==> src/rtl/dram_row_decoder.sv <==
module dram_row_decoder #(
  parameter int ROWS       = 8,
  parameter int BW         = 7,
  parameter int ADDR_W     = 36,
  parameter int UNIT_SHIFT = 26,
  parameter int MODE_BIT   = 21,
  parameter int IW         = $clog2(ROWS)
) (
  input  logic              clk,
  input  logic              rst_n,
  input  logic              cfg_we,
  input  logic [IW-1:0]     cfg_idx,
  input  logic [7:0]        cfg_wdata,
  output logic [7:0]        cfg_rdata,
  input  logic [31:0]       mode_word,
  input  logic              addr_valid,
  input  logic [ADDR_W-1:0] addr,
  output logic              res_valid,
  output logic [IW-1:0]     res_row,
  output logic              res_hit,
  output logic              res_oor
);
  localparam int UW   = ADDR_W - UNIT_SHIFT;
  localparam int CW   = (UW > BW) ? UW : BW;
  localparam int HALF = ROWS / 2;

  logic [BW-1:0] bnd    [ROWS];
  logic [BW-1:0] prev_b [ROWS];
  logic [ROWS-1:0] cand;
  logic [CW-1:0] unit_x;
  logic          dual;
  logic [BW-1:0] top_b;
  logic          oor_c;
  logic          found_c;
  logic [IW-1:0] row_c;

  assign unit_x = CW'(addr[ADDR_W-1:UNIT_SHIFT]);
  assign dual   = mode_word[MODE_BIT];
  assign top_b  = dual ? bnd[HALF-1] : bnd[ROWS-1];
  assign oor_c  = unit_x >= CW'(top_b);
  assign found_c = |cand;
  assign cfg_rdata = 8'(bnd[cfg_idx]);

  always_ff @(posedge clk or negedge rst_n) begin
    if (!rst_n) begin
      for (int i = 0; i < ROWS; i++) bnd[i] <= '0;
    end else if (cfg_we) begin
      bnd[cfg_idx] <= cfg_wdata[BW-1:0];
    end
  end

  for (genvar g = 0; g < ROWS; g++) begin : g_row
    if (g == 0) begin : g_first
      assign prev_b[g] = '0;
    end else begin : g_rest
      assign prev_b[g] = bnd[g-1];
    end
    assign cand[g] = ((g < HALF) || !dual)
                   && (CW'(bnd[g]) > unit_x)
                   && (bnd[g] != prev_b[g]);
  end

  always_comb begin
    row_c = '0;
    for (int i = ROWS - 1; i >= 0; i--)
      if (cand[i]) row_c = IW'(i);
  end

  always_ff @(posedge clk or negedge rst_n) begin
    if (!rst_n) begin
      res_valid <= 1'b0;
      res_row   <= '0;
      res_hit   <= 1'b0;
      res_oor   <= 1'b0;
    end else begin
      res_valid <= addr_valid;
      if (addr_valid) begin
        res_hit <= found_c && !oor_c;
        res_oor <= oor_c;
        res_row <= (found_c && !oor_c) ? row_c : '0;
      end
    end
  end

  a_r7_latency: assert property (@(posedge clk) disable iff (!rst_n)
    res_valid == $past(addr_valid));

  a_r5_dual_lower_half: assert property (@(posedge clk) disable iff (!rst_n)
    (res_valid && res_hit && $past(mode_word[MODE_BIT])) |-> (res_row < IW'(HALF)));

  a_r3_below_boundary: assert property (@(posedge clk) disable iff (!rst_n)
    (res_valid && res_hit && !$past(cfg_we))
      |-> ($past(unit_x) < CW'(bnd[res_row]) && $past(unit_x) >= CW'(prev_b[res_row])));

  a_r4_not_empty: assert property (@(posedge clk) disable iff (!rst_n)
    (res_valid && res_hit && !$past(cfg_we)) |-> (bnd[res_row] != prev_b[res_row]));
endmodule

==> config.mk <==
export PLATFORM = sky130hd
export DESIGN_NAME = dram_row_decoder
export DESIGN_NICKNAME = d
export VERILOG_FILES = /design/src/rtl/dram_row_decoder.sv
export SDC_FILE = /design/constraint.sdc
export NUM_CORES = 1
export LEC_CHECK = 0
export ABC_AREA = 1
export BUFFER_PORTS_ARGS = -buffer_cell sky130_fd_sc_hd__buf_2
export CAP_MARGIN = 5
export CORE_MARGIN = 2
export CORE_UTILIZATION = 45
export DETAILED_ROUTE_END_ITERATION = 10
export PLACE_DENSITY = 0.72
export SYNTH_ARGS = -nofsm -noshare
export SYNTH_HDL_FRONTEND = slang
export SYNTH_SLANG_ARGS = --single-unit
==> constraint.sdc <==
create_clock -name clk -period 2.29 [get_ports clk]
set_clock_uncertainty 0.1 [all_clocks]
set_input_delay 0.3435 -clock clk [delete_from_list [all_inputs] [get_ports clk]]
set_output_delay 0.3435 -clock clk [all_outputs]
set_load 0.1 [all_outputs]
Word level (Yosys, flattened, before mapping)
Cells that the tools add are included.
- latch bits: 0
- memories: 0
- output and inout bits: 14
- memory bits (read-only): 0
- bits of input ports: 83
- logic and storage cells: 65
- bits in writable memories: 0
- bits in registers: 62
- add/subtract/negate cells: 0
- reduce and logical (&&, ||, !) cells: 18
- equal/unequal tests: 7
- shift-type cells: 0
- div/mod/pow operators: 0
- bitwise gates (word level): 1
- multiplexer cells: 16
- $lt $le $gt $ge: 11
- multipliers: 0
- operators by type and width (operator ; number):
    $gt 7x10->1 ; 8
    $bwmux 56 ; 1
    $ne 7x7->1 ; 7
    $mux 7 ; 4
    $mux 3 ; 9
    $bmux 7 s3 ; 1
    $demux 7 s3 ; 1
    $logic_and 1x1->1 ; 14
    $ge 10x7->1 ; 1
    $reduce_or 8->1 ; 1
    $reduce_bool 7->1 ; 1
    $ge 4x4->1 const B ; 1
    $lt 4x1->1 const B ; 1
    $not 3->4 ; 1
    $logic_not 1->1 ; 2

Logic depth before layout (Yosys ltp)
Gate-level depths: netlist (run 1).
- depth after elaboration: 12
- mapped depth: 17
- gate-level depth less buffers: 17

Least setup slack after synthesis (run 1)
No wires, ideal clock.
- path kind: input to output
- start point: input port cfg_idx[0]
- end point: output port cfg_rdata[4]
- setup slack: -0.702 ns
- path buffers: 3
- data arrival time: 2.548 ns
- cell stages on the path: 6
- required time: 1.847 ns
- path through: buf_2 -> inv_1 -> buf_2 -> clkbuf_1 -> o21ai_0 -> o211ai_1
- longest elaborated chain between the ends: 4
- ends and longest elaborated chain (element ; line ; RTL):
    from (decl) ; 12 ; input logic [IW-1:0] cfg_idx,
    $not 3->4 (implied by the code) ; 42 ; assign cfg_rdata = 8'(bnd[cfg_idx]);
    $bmux 7 s3 ; 42 ;
    $mux 7 (implied by the code) (2 in a row) ; 42 ;
    to (decl) ; 14 ; output logic [7:0] cfg_rdata,
No other way between the ends. The select of a mux whose other input is x is not followed.

Worst setup path in the final report (run 1)
- start point: register bnd[34] (netlist bit)
- end point: output port cfg_rdata[6]
- longest elaborated chain between the ends: 3
- ends and longest elaborated chain (element ; line ; RTL):
    from (decl) ; 27 ; logic [BW-1:0] bnd [ROWS];
    from (signal, indexed assignment) ; 48 ; bnd[cfg_idx] <= cfg_wdata[BW-1:0];
    $bmux 7 s3 ; 42 ;
    $mux 7 (implied by the code) (2 in a row) ; 42 ;
No other way between the ends. The select of a mux whose other input is x is not followed.

==> results by group, run 1 <==
Placed design
  – Placed insts: 944
  – HPWL after DPL: 11.69 mm
  – Area post-placement: 0.005933 mm^2
  – I/O Buffers: 37
  – GP Congestion: 0.9477

Yosys
  – Share of the synthesized area in the top cell type: 29.81%
  – Syn_nets: 891
  – Avg Cell Area, Syn: 6.985 um^2
  – Yosys reg bits: 62
  – Yosys warns: 0
  – Predominant post-synthesis flop cell: dfrtp_1
  – Cell taking the most area after synthesis: dfrtp_1
  – Post-synth cell types: 34
  – Post-synth EDFFs: 0
  – Mapped Area: 0.005204 mm^2
  – Post-synth ARST share: 100.0%
  – Top post-synthesis cells by area: dfrtp_1 (30%), nand2_1 (16%), ha_1 (15%)
  – Register area share after synthesis: 29.81%
  – Post-synth top cells: nand2_1 (225), o21ai_0 (87), inv_1 (83)
  – Most frequent cell after synthesis: nand2_1
  – Mapped Cells: 745

Clock tree
  – Clk root buf: clkbuf_16
  – Setup Buffers After CTS: 0
  – Clock transition at the registers of the reported paths: 0.06 ns
  – CTS tree: yes
  – Clock latency on the worst-skew pair: 0.34 ns
  – Clock Sinks: 62
  – H-tree Lvls: 3
  – Total CTS buffers: 9
  – Longest Clk Path Bufs: 2

Setup path
  – Critical path required time: 1.85 ns
  – Cell at the slowest stage of the critical path: dfrtp_1
  – CP Max Fanout: 6
  – Worst path top cell family by delay: compound AO/OA/AOI/OAI gates
  – Critical Path Max Stage Delay: 0.50 ns
  – CP Class: reg -> out
  – CP Buf/Inv Count: 1
  – CP arrival: 1.78 ns
  – Critical path startpoint category: flip-flop
  – Worst setup EP type: output port
  – Crit-path cells: o21ai_0 -> o22ai_1 -> a21oi_1 -> o221ai_2 -> buf_12

Pwr
  – Pint: 2.915 mW
  – Clk pwr share: 28.8%
  – Psw: 1.985 mW
  – Power per cell area: 783.0 mW/mm^2
  – Leakage power: 3.291 nW
  – Peak supply drop: 0.4926 mV
  – Logic pwr share: 38.0%
  – Switch share: 40.51%
  – Flop pwr share: 33.2%

Timing
  – Top achievable clock speed: 0.4489 GHz
  – Final period utilization: 97.28%
  – Unrepaired setup endpoints after global routing: false
  – Setup total negative slack: 0 ns
  – Tmin final: 2.228 ns
  – Hold_ws: 0.04042 ns
  – # setup viols final: 0
  – Final Hold Viols: 0
  – Max-slew violation count: 0

Min path
  – HP Class: in -> reg

Run status
  – Outcome: finished clean

GRT
  – Met1 Use GR: 33.76%
  – First-pass GRT wire length: 24.91 mm
  – Total grt overflow: 0
  – Met2 usage: 40.28%
  – GR peak layer: met2
  – Largest net degree at the start of global routing: 63
  – Met3 usage: 5.335%
  – Number of global-route vias before repair: 4859
  – All-Layer GR Usage: 25.31%
  – Initial antenna violation count: 0

Floorplanning
  – Die Y: 111.5 um
  – Initial core utilization: 45.77%
  – # IOs: 97
  – Die Wd: 111.5 um
  – Core box area: 0.01137 mm^2
  – Die Area: 0.01244 mm^2
  – Cell Rows: 39

Cells and area
  – Fin cells: 961
  – Layout cell share with drive strength beyond 1: 13.08%
  – # diodes: 0
  – Finished Cell Area: 0.006259 mm^2
  – Layout Utilization: 55.05%
  – Nets: 959
  – Area Growth Syn to Fin: 20.27%

Route
  – Routed wire length per instance: 15.80 um
  – Via count: 5151
  – DRT Wirelength: 15.19 mm
  – Drt first pass iters: 6
  – Residual DRC: 0
  – DRT iter0 DRCs: 390
  – Post-route antenna net violation count: 0
  – Vias per std cell: 5.360

Run
  – Max-Cap Viols: 0
==> metal layers <==
layer | vias to the layer above | wire length (um)
met2 | 209 | 6743
met1 | 2351 | 6757
met5 | - | 0
li1 | 2551 | -
met4 | 0 | 529
met3 | 40 | 1155
==> layout make-up <==
type / instances / area, um^2
tap: 143 / 178.9
clock inverter: 7 / 80.08
fill: 1088 / 5111
multi-input combinational: 584 / 3301
timing repair buffer: 71 / 598.1
inverter: 85 / 321.6
clock buffer: 9 / 225.2
sequential: 62 / 1554
==> worst paths after layout <==
kind,depth (start not counted),start,end,slack [ns]
setup reg to reg,13,bnd[33],res_row[0],0.20
max in group asynchronous,3,rst_n,bnd[29],1.33
setup / recovery,5,bnd[34],cfg_rdata[6],0.06
hold / removal,1,addr_valid,res_valid,0.04
min in group asynchronous,3,rst_n,res_hit,0.44
hold reg to reg,2,res_hit,res_hit,0.38
==> power by group through the flow <==
stage               clock [mW]  sequential (mW)  combinational [mW]
finish                    1.41             1.63                1.86
global route              1.47             1.65                2.10
floorplan                    0             1.55                1.26
detailed placement           0             1.63                1.84
CTS                       1.42             1.61                1.86
global placement             0             1.62                1.79
==> cells by family after synthesis <==
logic type	count (synthesis)	synth area share [%]
compound gates	134	13.95
xor+xnor	37	6.227
fa+ha+maj	63	15.15
buf+inv	99	7.310
flops	62	29.81
other cells	1	0.07206
simple gates	349	27.48
==> stage by stage <==
step           total power, mW  worst slack, ns
2_1_floorplan            2.807          -0.5476
3_3_place_gp             3.412         -0.06464
3_5_place_dp             3.463         -0.08953
4_1_cts                  4.882          0.04342
5_1_grt                  5.219         0.002743
6_report                 4.900          0.06223
==> state kept, by name (all words and copies together) (netlist names) <==
signal / flops
bnd: 56
res_hit: 1
res_oor: 1
res_row: 3
res_valid: 1
==> worst reg2reg max path: cells and delay by family, from the launching register on <==
kind            cells  cell delay (ns)
flops               1             0.45
buf+inv             1             0.13
simple gates        7             0.52
fa+ha+maj           1             0.29
compound gates      4             0.55
==> cells in the final DEF, fill, tap and decap left out, types with 3 or more instances in the layout <==
cell       synthesis  layout
nand2_1          225     225
o21ai_0           87      87
inv_1             83      83
nor2_1            69      68
ha_1              63      63
dfrtp_1           62      60
nand3_1           34      31
buf_2              2      30
xnor2_1           29      29
buf_4              1      29
a21oi_1           26      26
buf_12             0      11
clkbuf_16          0       9
xor2_1             8       8
o21bai_1           7       7
nor3_1             4       4
nand3_2            1       4
nor2_2             4       4
nor2_4             2       3
o211ai_1           3       3
a221oi_1           3       3
nand4_1            3       3
nand2_2            3       3
==> repair_timing <==
item,in CTS,in global routing
hold endpoints to repair,62,0
hold buffers,1,0
endpoints found under the setup margin,0,4
resized for setup,0,4
(Power assumes the default switching activity.)
==> inputs of run 2 (changes only) <==
--- a/config.mk
+++ b/config.mk
@@ -14,2 +14,3 @@
 export PLACE_DENSITY = 0.72
+export SETUP_SLACK_MARGIN = 0.02
 export SYNTH_ARGS = -nofsm -noshare
==> constraint.sdc (replaced) <==
create_clock -name clk -period 2.29 [get_ports clk]
set_clock_uncertainty 0.1 [all_clocks]
set_input_delay 0.458 -clock clk [delete_from_list [all_inputs] [get_ports clk]]
set_output_delay 0.458 -clock clk [all_outputs]
set_load 0.1 [all_outputs]
==> run 2 against run 1 <==
Effect of this change:
- clock-buffer cell count is 1 higher
- core utilization is 3.9 points higher
- die area stayed put
- critical endpoint is now cfg_rdata[4]
- power up 5.8%
- cell count is 2.0% higher
- register-to-register slack lost 0.06 ns
- sequential power increased by 3%
- sequential share of layout area is 1.5 points lower
==> results by group, run 2 (synthesis results as in run 1) <==
Run status
  – Outcome: finished clean

Cells and area
  – Most frequent cells in the layout: nand2_1 (220), o21ai_0 (77), inv_1 (70), nor2_1 (63), ha_1 (55)
  – Fin cells: 980 (+2.0%)
  – Area Growth Syn to Fin: 28.76%
  – Nets: 978 (+2.0%)
  – # diodes: 0 (unchanged)
  – Layout Utilization: 58.93% (+3.9 points)
  – Top reg by flops: bnd
  – Largest registers: bnd (56), res_row (3)
  – Layout cell share with drive strength beyond 1: 21.27% (+8.2 points)
  – Commonest non-fill, non-tap cell in the layout: nand2_1
  – Max reg flops: 56 (unchanged)
  – Finished Cell Area: 0.006700 mm^2 (+7.1%)

GRT
  – Number of global-route vias before repair: 4862 (+0.062%)
  – First-pass GRT wire length: 25.07 mm (+0.63%)
  – Initial antenna violation count: 0 (unchanged)
  – Total grt overflow: 0 (unchanged)
  – All-Layer GR Usage: 25.57% (+0.26 points)
  – Largest net degree at the start of global routing: 30 (-52%)

Min path
  – HP Class: in -> reg

Clock tree
  – Clk root buf: clkbuf_16
  – CTS tree: yes
  – Clock Sinks: 62 (unchanged)
  – Clock latency on the worst-skew pair: 0.34 ns (about the same)
  – Total CTS buffers: 9 (unchanged)
  – H-tree Lvls: 3 (unchanged)
  – Longest Clk Path Bufs: 2 (unchanged)
  – Clock transition at the registers of the reported paths: 0.06 ns (about the same)

Pwr
  – Total chip power: 5.182 mW (+5.8%)
  – Power per cell area: 773.4 mW/mm^2 (-1.2%)
  – Peak supply drop: 0.4025 mV (-18%)
  – Leakage power: 3.396 nW (+3.2%)

Placed design
  – Pre-CTS setup slack: -0.1915 ns (-0.1020 ns)
  – I/O Buffers: 37 (unchanged)
  – HPWL after DPL: 11.77 mm (+0.72%)
  – Area post-placement: 0.005977 mm^2 (+0.74%)
  – Placed insts: 950 (+0.64%)
  – GP Congestion: 0.9222 (-2.7%)

Setup path
  – CP Buf/Inv Count: 5 (+4)
  – Crit-path cells: buf_4 -> nor2_2 -> inv_1 -> nor2_1 -> buf_4 -> buf_6 -> a21oi_2 -> o211ai_1 -> clkbuf_16
  – Critical path required time: 1.73 ns (-0.12 ns)
  – Critical path startpoint category: primary input
  – Worst setup EP type: output port
  – CP arrival: 1.65 ns (-0.13 ns)
  – Top cell by count, worst path: buf_4
  – Critical Path Max Stage Delay: 0.28 ns (-0.22 ns)
  – CP Class: in -> out
  – CP Max Fanout: 6 (unchanged)
  – Worst path top cell family by delay: buffers and inverters
  – Cell at the slowest stage of the critical path: clkbuf_16

Floorplanning
  – Die Wd: 111.5 um (unchanged)
  – Initial core utilization: 45.77% (unchanged)
  – # IOs: 97 (unchanged)
  – Die Y: 111.5 um (unchanged)
  – Cell Rows: 39 (unchanged)
  – Core box area: 0.01137 mm^2 (unchanged)
  – Die Area: 0.01244 mm^2 (unchanged)

Timing
  – Setup total negative slack: 0 ns (unchanged)
  – Tmin final: 2.211 ns (-0.01633 ns)
  – # setup viols final: 0 (unchanged)
  – Max-slew violation count: 0 (unchanged)
  – Hold_ws: 0.1496 ns (+0.1092 ns)
  – Final Hold Viols: 0 (unchanged)
  – Top achievable clock speed: 0.4522 GHz (+0.74%)
  – Final period utilization: 96.57% (-0.71 points)
  – Final worst slack: 0.07855 ns (+0.01633 ns)

Route
  – Via count: 5262 (+2.2%)
  – DRT Wirelength: 15.99 mm (+5.3%)
  – Post-route antenna net violation count: 0 (unchanged)
  – Routed wire length per instance: 16.32 um (+3.3%)
  – Vias per std cell: 5.369 (+0.17%)
  – Residual DRC: 0 (unchanged)
  – DRT iter0 DRCs: 602 (+54%)
  – Drt first pass iters: 5 (-1)

Run
  – Max-Cap Viols: 0 (unchanged)
==> run 2: cell count changes in the layout (fill, tap and decap cells not counted), sizes merged <==
| cell | before | now |
|---|---|---|
| clkinvlp | 1 | 6 |
| inv | 88 | 81 |
| clkdlybuf4s15 | 0 | 1 |
| bufinv | 1 | 2 |
| buf | 70 | 87 |
| clkbuf | 9 | 11 |
==> run 2: worst reg2reg max path, cell delays in order, from the launching register on <==
cell      delay, ns
dfrtp_2        0.44
inv_2          0.09
nand2_1        0.05
o21ai_0        0.11
ha_1           0.30
a21oi_1        0.14
o21ai_0        0.09
nand2_1        0.06
nand3_1        0.09
a211oi_2       0.33
nand2_4        0.09
nor2_2         0.09
nand2_1        0.06
nand2_1        0.05
==> run 2: final cells by class <==
type	instances	area (um^2)
fill	1040	4669
multi-input combinational	584	3501
sequential	62	1565
timing repair buffer	90	779.5
inverter	85	342.8
clock buffer	10	239.0
tap	143	178.9
clock inverter	6	93.84
==> run 2: worst paths after layout <==
kind / start / endpoint / slack, ns / cells past startpoint
worst max-delay path: cfg_idx[1] / cfg_rdata[4] / 0.08 / 9
worst min-delay path: addr_valid / res_valid / 0.15 / 1
worst max register to register: bnd[33] / res_row[0] / 0.14 / 13
worst min register to register: res_row[0] / res_row[0] / 0.38 / 2
max in group asynchronous: rst_n / bnd[35] / 0.95 / 3
min in group asynchronous: rst_n / res_row[1] / 0.52 / 2
==> run 2: repair_timing <==
action	4_1_cts	5_1_grt
gates resized for setup	7	62
setup endpoints to repair	5	11
cloned	0	1
buffers inserted	2	10
hold buffers	1	0
endpoints found under the hold margin	10	0
pin swaps	0	8
==> run 2: power by group <==
group          total, mW  switching [mW]  internal [mW]
Clock               1.54           0.550          0.990
Combinational       1.96            1.13          0.832
Sequential          1.68           0.388           1.29
Total               5.18            2.07           3.11
==> run 2: per-layer routing <==
| layer | track usage [%] | routed length (um) | part of all wire [%] |
|---|---|---|---|
| met4 | 9.383 | 418 | 2.6 |
| met3 | 3.375 | 999 | 6.2 |
| met2 | 40.41 | 7292 | 46 |
| met1 | 36.04 | 7280 | 46 |
| met5 | 0 | 0 | 0 |
